--- src/rtl/vec_intc.sv ---
module vec_intc #(
  parameter int NSRC = 24,
  parameter int NDIR = 2,
  parameter int NNMI = 4,
  parameter int PIN_SRC = 4,
  parameter int NHI = 8,
  localparam int IW = $clog2(NSRC),
  localparam int NLAT = NSRC - NDIR,
  localparam int NMSK = NSRC - NNMI
) (
  input  logic            clk,
  input  logic            rst_n,
  input  logic [NSRC-1:0] req_i,
  input  logic            en_we,
  input  logic [NMSK-1:0] en_wd,
  input  logic            mie_we,
  input  logic            mie_wd,
  input  logic            pin_we,
  input  logic            pin_wd,
  input  logic            lat_we,
  input  logic [NLAT-1:0] lat_wd,
  input  logic            ack_i,
  output logic            irq_o,
  output logic [IW-1:0]   id_o,
  output logic [15:0]     vec_o
);

  logic [NLAT-1:0] lat_q, ack_clr, lat_n;
  logic [NMSK-1:0] en_q;
  logic            mie_q, pin_q;
  logic [NSRC-1:0] pend, elig;
  logic [IW-1:0]   win;
  logic            ack_hit;

  function automatic logic [15:0] vec_of(input int k);
    if (k < NDIR)             return 16'hFFFC;
    else if (k < NSRC - NHI)  return 16'(32'hFFFA - 2 * (k - NDIR));
    else                      return 16'(32'hFFBE - 2 * (k - (NSRC - NHI)));
  endfunction

  assign pend    = {lat_q, req_i[NDIR-1:0]};
  assign ack_hit = ack_i & irq_o;

  for (genvar i = 0; i < NSRC; i++) begin : g_elig
    if (i < NNMI) begin : g_nmi
      assign elig[i] = pend[i];
    end else if (i == PIN_SRC) begin : g_pin
      assign elig[i] = pend[i] & mie_q & en_q[i-NNMI] & pin_q;
    end else begin : g_msk
      assign elig[i] = pend[i] & mie_q & en_q[i-NNMI];
    end
  end

  for (genvar k = 0; k < NLAT; k++) begin : g_clr
    assign ack_clr[k] = ack_hit && (id_o == IW'(k + NDIR));
  end

  assign lat_n = ((lat_we ? (lat_q & lat_wd) : lat_q) & ~ack_clr) | req_i[NSRC-1:NDIR];

  always_comb begin
    win = '0;
    for (int i = NSRC - 1; i >= 0; i--)
      if (elig[i]) win = IW'(i);
  end

  always_ff @(posedge clk or negedge rst_n) begin
    if (!rst_n) begin
      lat_q <= '0;
      en_q  <= '0;
      mie_q <= 1'b0;
      pin_q <= 1'b0;
      irq_o <= 1'b0;
      id_o  <= '0;
      vec_o <= '0;
    end else begin
      lat_q <= lat_n;
      if (en_we)  en_q  <= en_wd;
      if (pin_we) pin_q <= pin_wd;
      if (ack_hit)     mie_q <= 1'b0;
      else if (mie_we) mie_q <= mie_wd;
      if (ack_hit) begin
        irq_o <= 1'b0;
      end else begin
        irq_o <= |elig;
        if (|elig) begin
          id_o  <= win;
          vec_o <= vec_of(int'(win));
        end
      end
    end
  end

endmodule

--- config.mk ---
export PLATFORM = sky130hd
export DESIGN_NAME = vec_intc
export DESIGN_NICKNAME = d
export VERILOG_FILES = /design/src/rtl/vec_intc.sv
export SDC_FILE = /design/constraint.sdc
export NUM_CORES = 1
export LEC_CHECK = 0
export ABC_AREA = 1
export BUFFER_PORTS_ARGS = -buffer_cell sky130_fd_sc_hd__buf_2
export CAP_MARGIN = 20
export CORE_MARGIN = 3
export CORE_UTILIZATION = 40
export DETAILED_ROUTE_END_ITERATION = 8
export PLACE_DENSITY = 0.76
export SLEW_MARGIN = 15
export SYNTH_ARGS = -nofsm -noshare
export SYNTH_HDL_FRONTEND = slang
export SYNTH_SLANG_ARGS = --single-unit
export TNS_END_PERCENT = 100
--- constraint.sdc ---
create_clock -name clk -period 2.3 [get_ports clk]
set_clock_uncertainty 0.05 [all_clocks]
set_input_delay 0 -clock clk [delete_from_list [all_inputs] [get_ports clk]]
set_output_delay 0 -clock clk [all_outputs]
set_load 0.05 [all_outputs]
==> results.sh <==
export IMPL_ios=97
export IMPL_row_count=30
export IMPL_wl_per_cell_um=16.2
export IMPL_grt_max_degree=30
export IMPL_hp_start="en_we"
export IMPL_fin_util_pct=70.3
export IMPL_cp_arrival_ps=2660
export IMPL_fin_cells=618
export IMPL_status="complete, but fails checks"
export IMPL_vias=3167
export IMPL_grt_overflow_total=0
export IMPL_clock_path_buffers=2
export IMPL_firstDrtPassIters=7
export IMPL_fin_crit_sh_pct=108
export IMPL_antenna_cells=0
export IMPL_cts_root_buf="clkbuf_8"
export IMPL_rrSetupSlack_ps=-190
export IMPL_drt_iter0_markers=261
export IMPL_violations="setup timing"
export IMPL_ys_seq_area_share_pct=49.2
export IMPL_synthCells=327
export IMPL_ys_ff_latch=57
export IMPL_core_area_sq_um=6910
export IMPL_grt_pass1_vias=3323
export IMPL_via_per_inst=5.12
export IMPL_fin_crit_ps=2490
export IMPL_synth_top_area_share_pct=49.2
export IMPL_antenna_found_initial=0
export IMPL_synth_distinct_cells=30
export IMPL_initial_core_util_pct=42.0
export IMPL_worst_pin_slew_ps=702
export IMPL_regArea_sq_um=1430
export IMPL_die_width_um=91.2
export IMPL_insertion_delay_ps=340
export IMPL_hold_viol_final=0
export IMPL_yosys_top_cells_area="dfrtp_1, nand2_1, mux2_2, o21bai_1, nor2_1"
export IMPL_reg2reg_depth=14
export IMPL_drt_total_wl_um=9990
export IMPL_slew_headroom_pct=53.2
export IMPL_die_area_sq_um=8310
export IMPL_synth_edf_count=0
export IMPL_syn2layout_area_growth_pct=67.3
export IMPL_post_route_cells_drive_above_1_share_pct=40.8
export IMPL_slew_viol_final=0
export IMPL_startpoint_type="flop"
export IMPL_clk_pin_slew_ps=60
export IMPL_fillerInstances=501
export IMPL_io_buffer_count=95
export IMPL_cts_buffers=9
export IMPL_finalWeightedCongestion=0.896
export IMPL_r2r_end="vec_o[5]$_DFFE_PN0P_"
export IMPL_die_y_um=91.2
export IMPL_grt_usage_pct=23.9
export IMPL_synth_common_cells="nand2_1, dfrtp_1, nor2_1"
export IMPL_nNetsFinal=595
export IMPL_worstHoldPathType="input port to flop"
export IMPL_powerDensity_nw_per_um2=617
export IMPL_crit_start="mie_q$_DFFE_PN0P_"
export IMPL_critPathMaxFanout=4
export IMPL_rsz0062_at_grt="yes"
export IMPL_hpwlAfterDp_um=6110
export IMPL_critical_path_class="flop to flop"
export IMPL_synth_area_leader_cell="dfrtp_1"
export IMPL_yosysMostFrequentCell="nand2_1"
export IMPL_crit_path_end_kind="flop"
export IMPL_ant_nets=0
export IMPL_cts_tree="done"
export IMPL_syn_num_nets=403
export IMPL_synth_area_per_cell_sq_um=8.87
export IMPL_multi_input_area_sq_um=1530
export IMPL_htree_levels=3
export IMPL_async_flop_share_pct=100
export IMPL_whs_endpoint="en_q[19]$_DFFE_PN0P_"
export IMPL_syn_area_sq_um=2900
export IMPL_grt_pass1_wl_um=15800
export IMPL_fmax_mhz=401
export IMPL_drc=0
export IMPL_cp_required_ps=2470
export IMPL_dominantRegCellSynth="dfrtp_1"
export IMPL_maxCapViolCount=0
export IMPL_leakagePower_uw=0.00222
export IMPL_setup_viol=9
export IMPL_min_path_cells=3
export IMPL_fin_ws_ps=-194
export IMPL_r2r_start="mie_q$_DFFE_PN0P_"
export IMPL_cts_sinks=57
export IMPL_yosysWarnings=0
export IMPL_ir_drop_mv=0.384
export IMPL_dp_cells=515
## worst max path at each step
stage	end	slack [ps]
floorplan	vec_o[5]$_DFFE_PN0P_	40
global placement	vec_o[5]$_DFFE_PN0P_	-80
detailed placement	vec_o[5]$_DFFE_PN0P_	-140
CTS	vec_o[5]$_DFFE_PN0P_	1
global route	vec_o[5]$_DFFE_PN0P_	-350
finish	vec_o[5]$_DFFE_PN0P_	-190
## power by group
part	internal (uW)	switching [uW]
logic	463	592
clock network	379	376
registers	1090	89.2
total	1940	1060
## critical path, cell delays in order (launching register included)
cell     delay [ps]
dfrtp_2         440
buf_12          150
nand2_2          60
o21ai_2          90
buf_4           140
nor2_1          170
inv_1           120
a21oi_2         260
o21ai_4         100
nand2_2          90
ha_4            210
a21oi_4         120
nand2_1          70
o32ai_2         230
inv_1            60
## logic make-up (layout without fill, tap and decap cells)
group,after synthesis,after routing,share of synthesized area [%]
other cells,1,1,0.129
flops,57,57,49.2
mux,20,20,7.76
fa+ha+maj,1,1,0.431
compound gates,67,67,14.3
buf+inv,43,238,7.24
simple gates,137,137,20.7
xor+xnor,1,1,0.302
## registers in the layout (all words and copies together) (netlist names)
signal  flops
en_q       20
vec_o       7
lat_q      22
id_o        5
mie_q       1
pin_q       1
irq_o       1
## layer usage
| metal | wire (um) | vias up | track usage [%] |
|---|---|---|---|
| met5 | 0 | - | 0 |
| met4 | 266 | 0 | 6.28 |
| met3 | 707 | 25 | 5.97 |
| met2 | 5090 | 155 | 41.6 |
| met1 | 3920 | 1525 | 29.6 |
| li1 | - | 1462 | - |
## layout make-up
type / instances / share of cell area, %
timing repair inverter: 1 / 0.129
clock buffer: 13 / 2.86
timing repair buffer: 196 / 31.3
sequential: 57 / 29.4
inverter: 27 / 2.19
clock inverter: 1 / 0.103
tap: 96 / 2.47
multi-input combinational: 227 / 31.5
## what timing repair did
action                                  4_1_cts  5_1_grt
resized for setup                            29       49
endpoints found under the setup margin        2       12
buffers inserted                             12        5
hold buffers                                 71        0
hold endpoints to repair                     75        0
gates cloned                                  1        1
pin swaps                                    17       26
## cell usage in the layout, fill, tap and decap left out, types with 8 or more instances in the layout
cell	n
buf_2	95
buf_4	17
clkbuf_8	9
dfrtp_1	56
dlygate4sd3_1	71
inv_1	23
mux2_2	20
nand2_1	48
nand2_2	16
nand3_1	8
nor2_1	33
o21ai_0	24
o21bai_1	23
## metrics by stage
| step | worst slack (ps) | hold slack [ps] | power, uW | cell area, sq um | TNS [ps] |
|---|---|---|---|---|---|
| detailed placement | -141 | 27.9 | 1890 | 3510 | -209 |
| CTS | 1.37 | 95.5 | 2850 | 4600 | 0 |
| global route | -352 | 161 | 3140 | 4850 | -1510 |
| floorplan | 43.6 | -346 | 1650 | 2900 | 0 |
| global placement | -80.9 | 24.2 | 1870 | 3510 | -80.9 |
| finish | -194 | 127 | 2990 | 4850 | -538 |
Power figures use the tool's default switching activity.
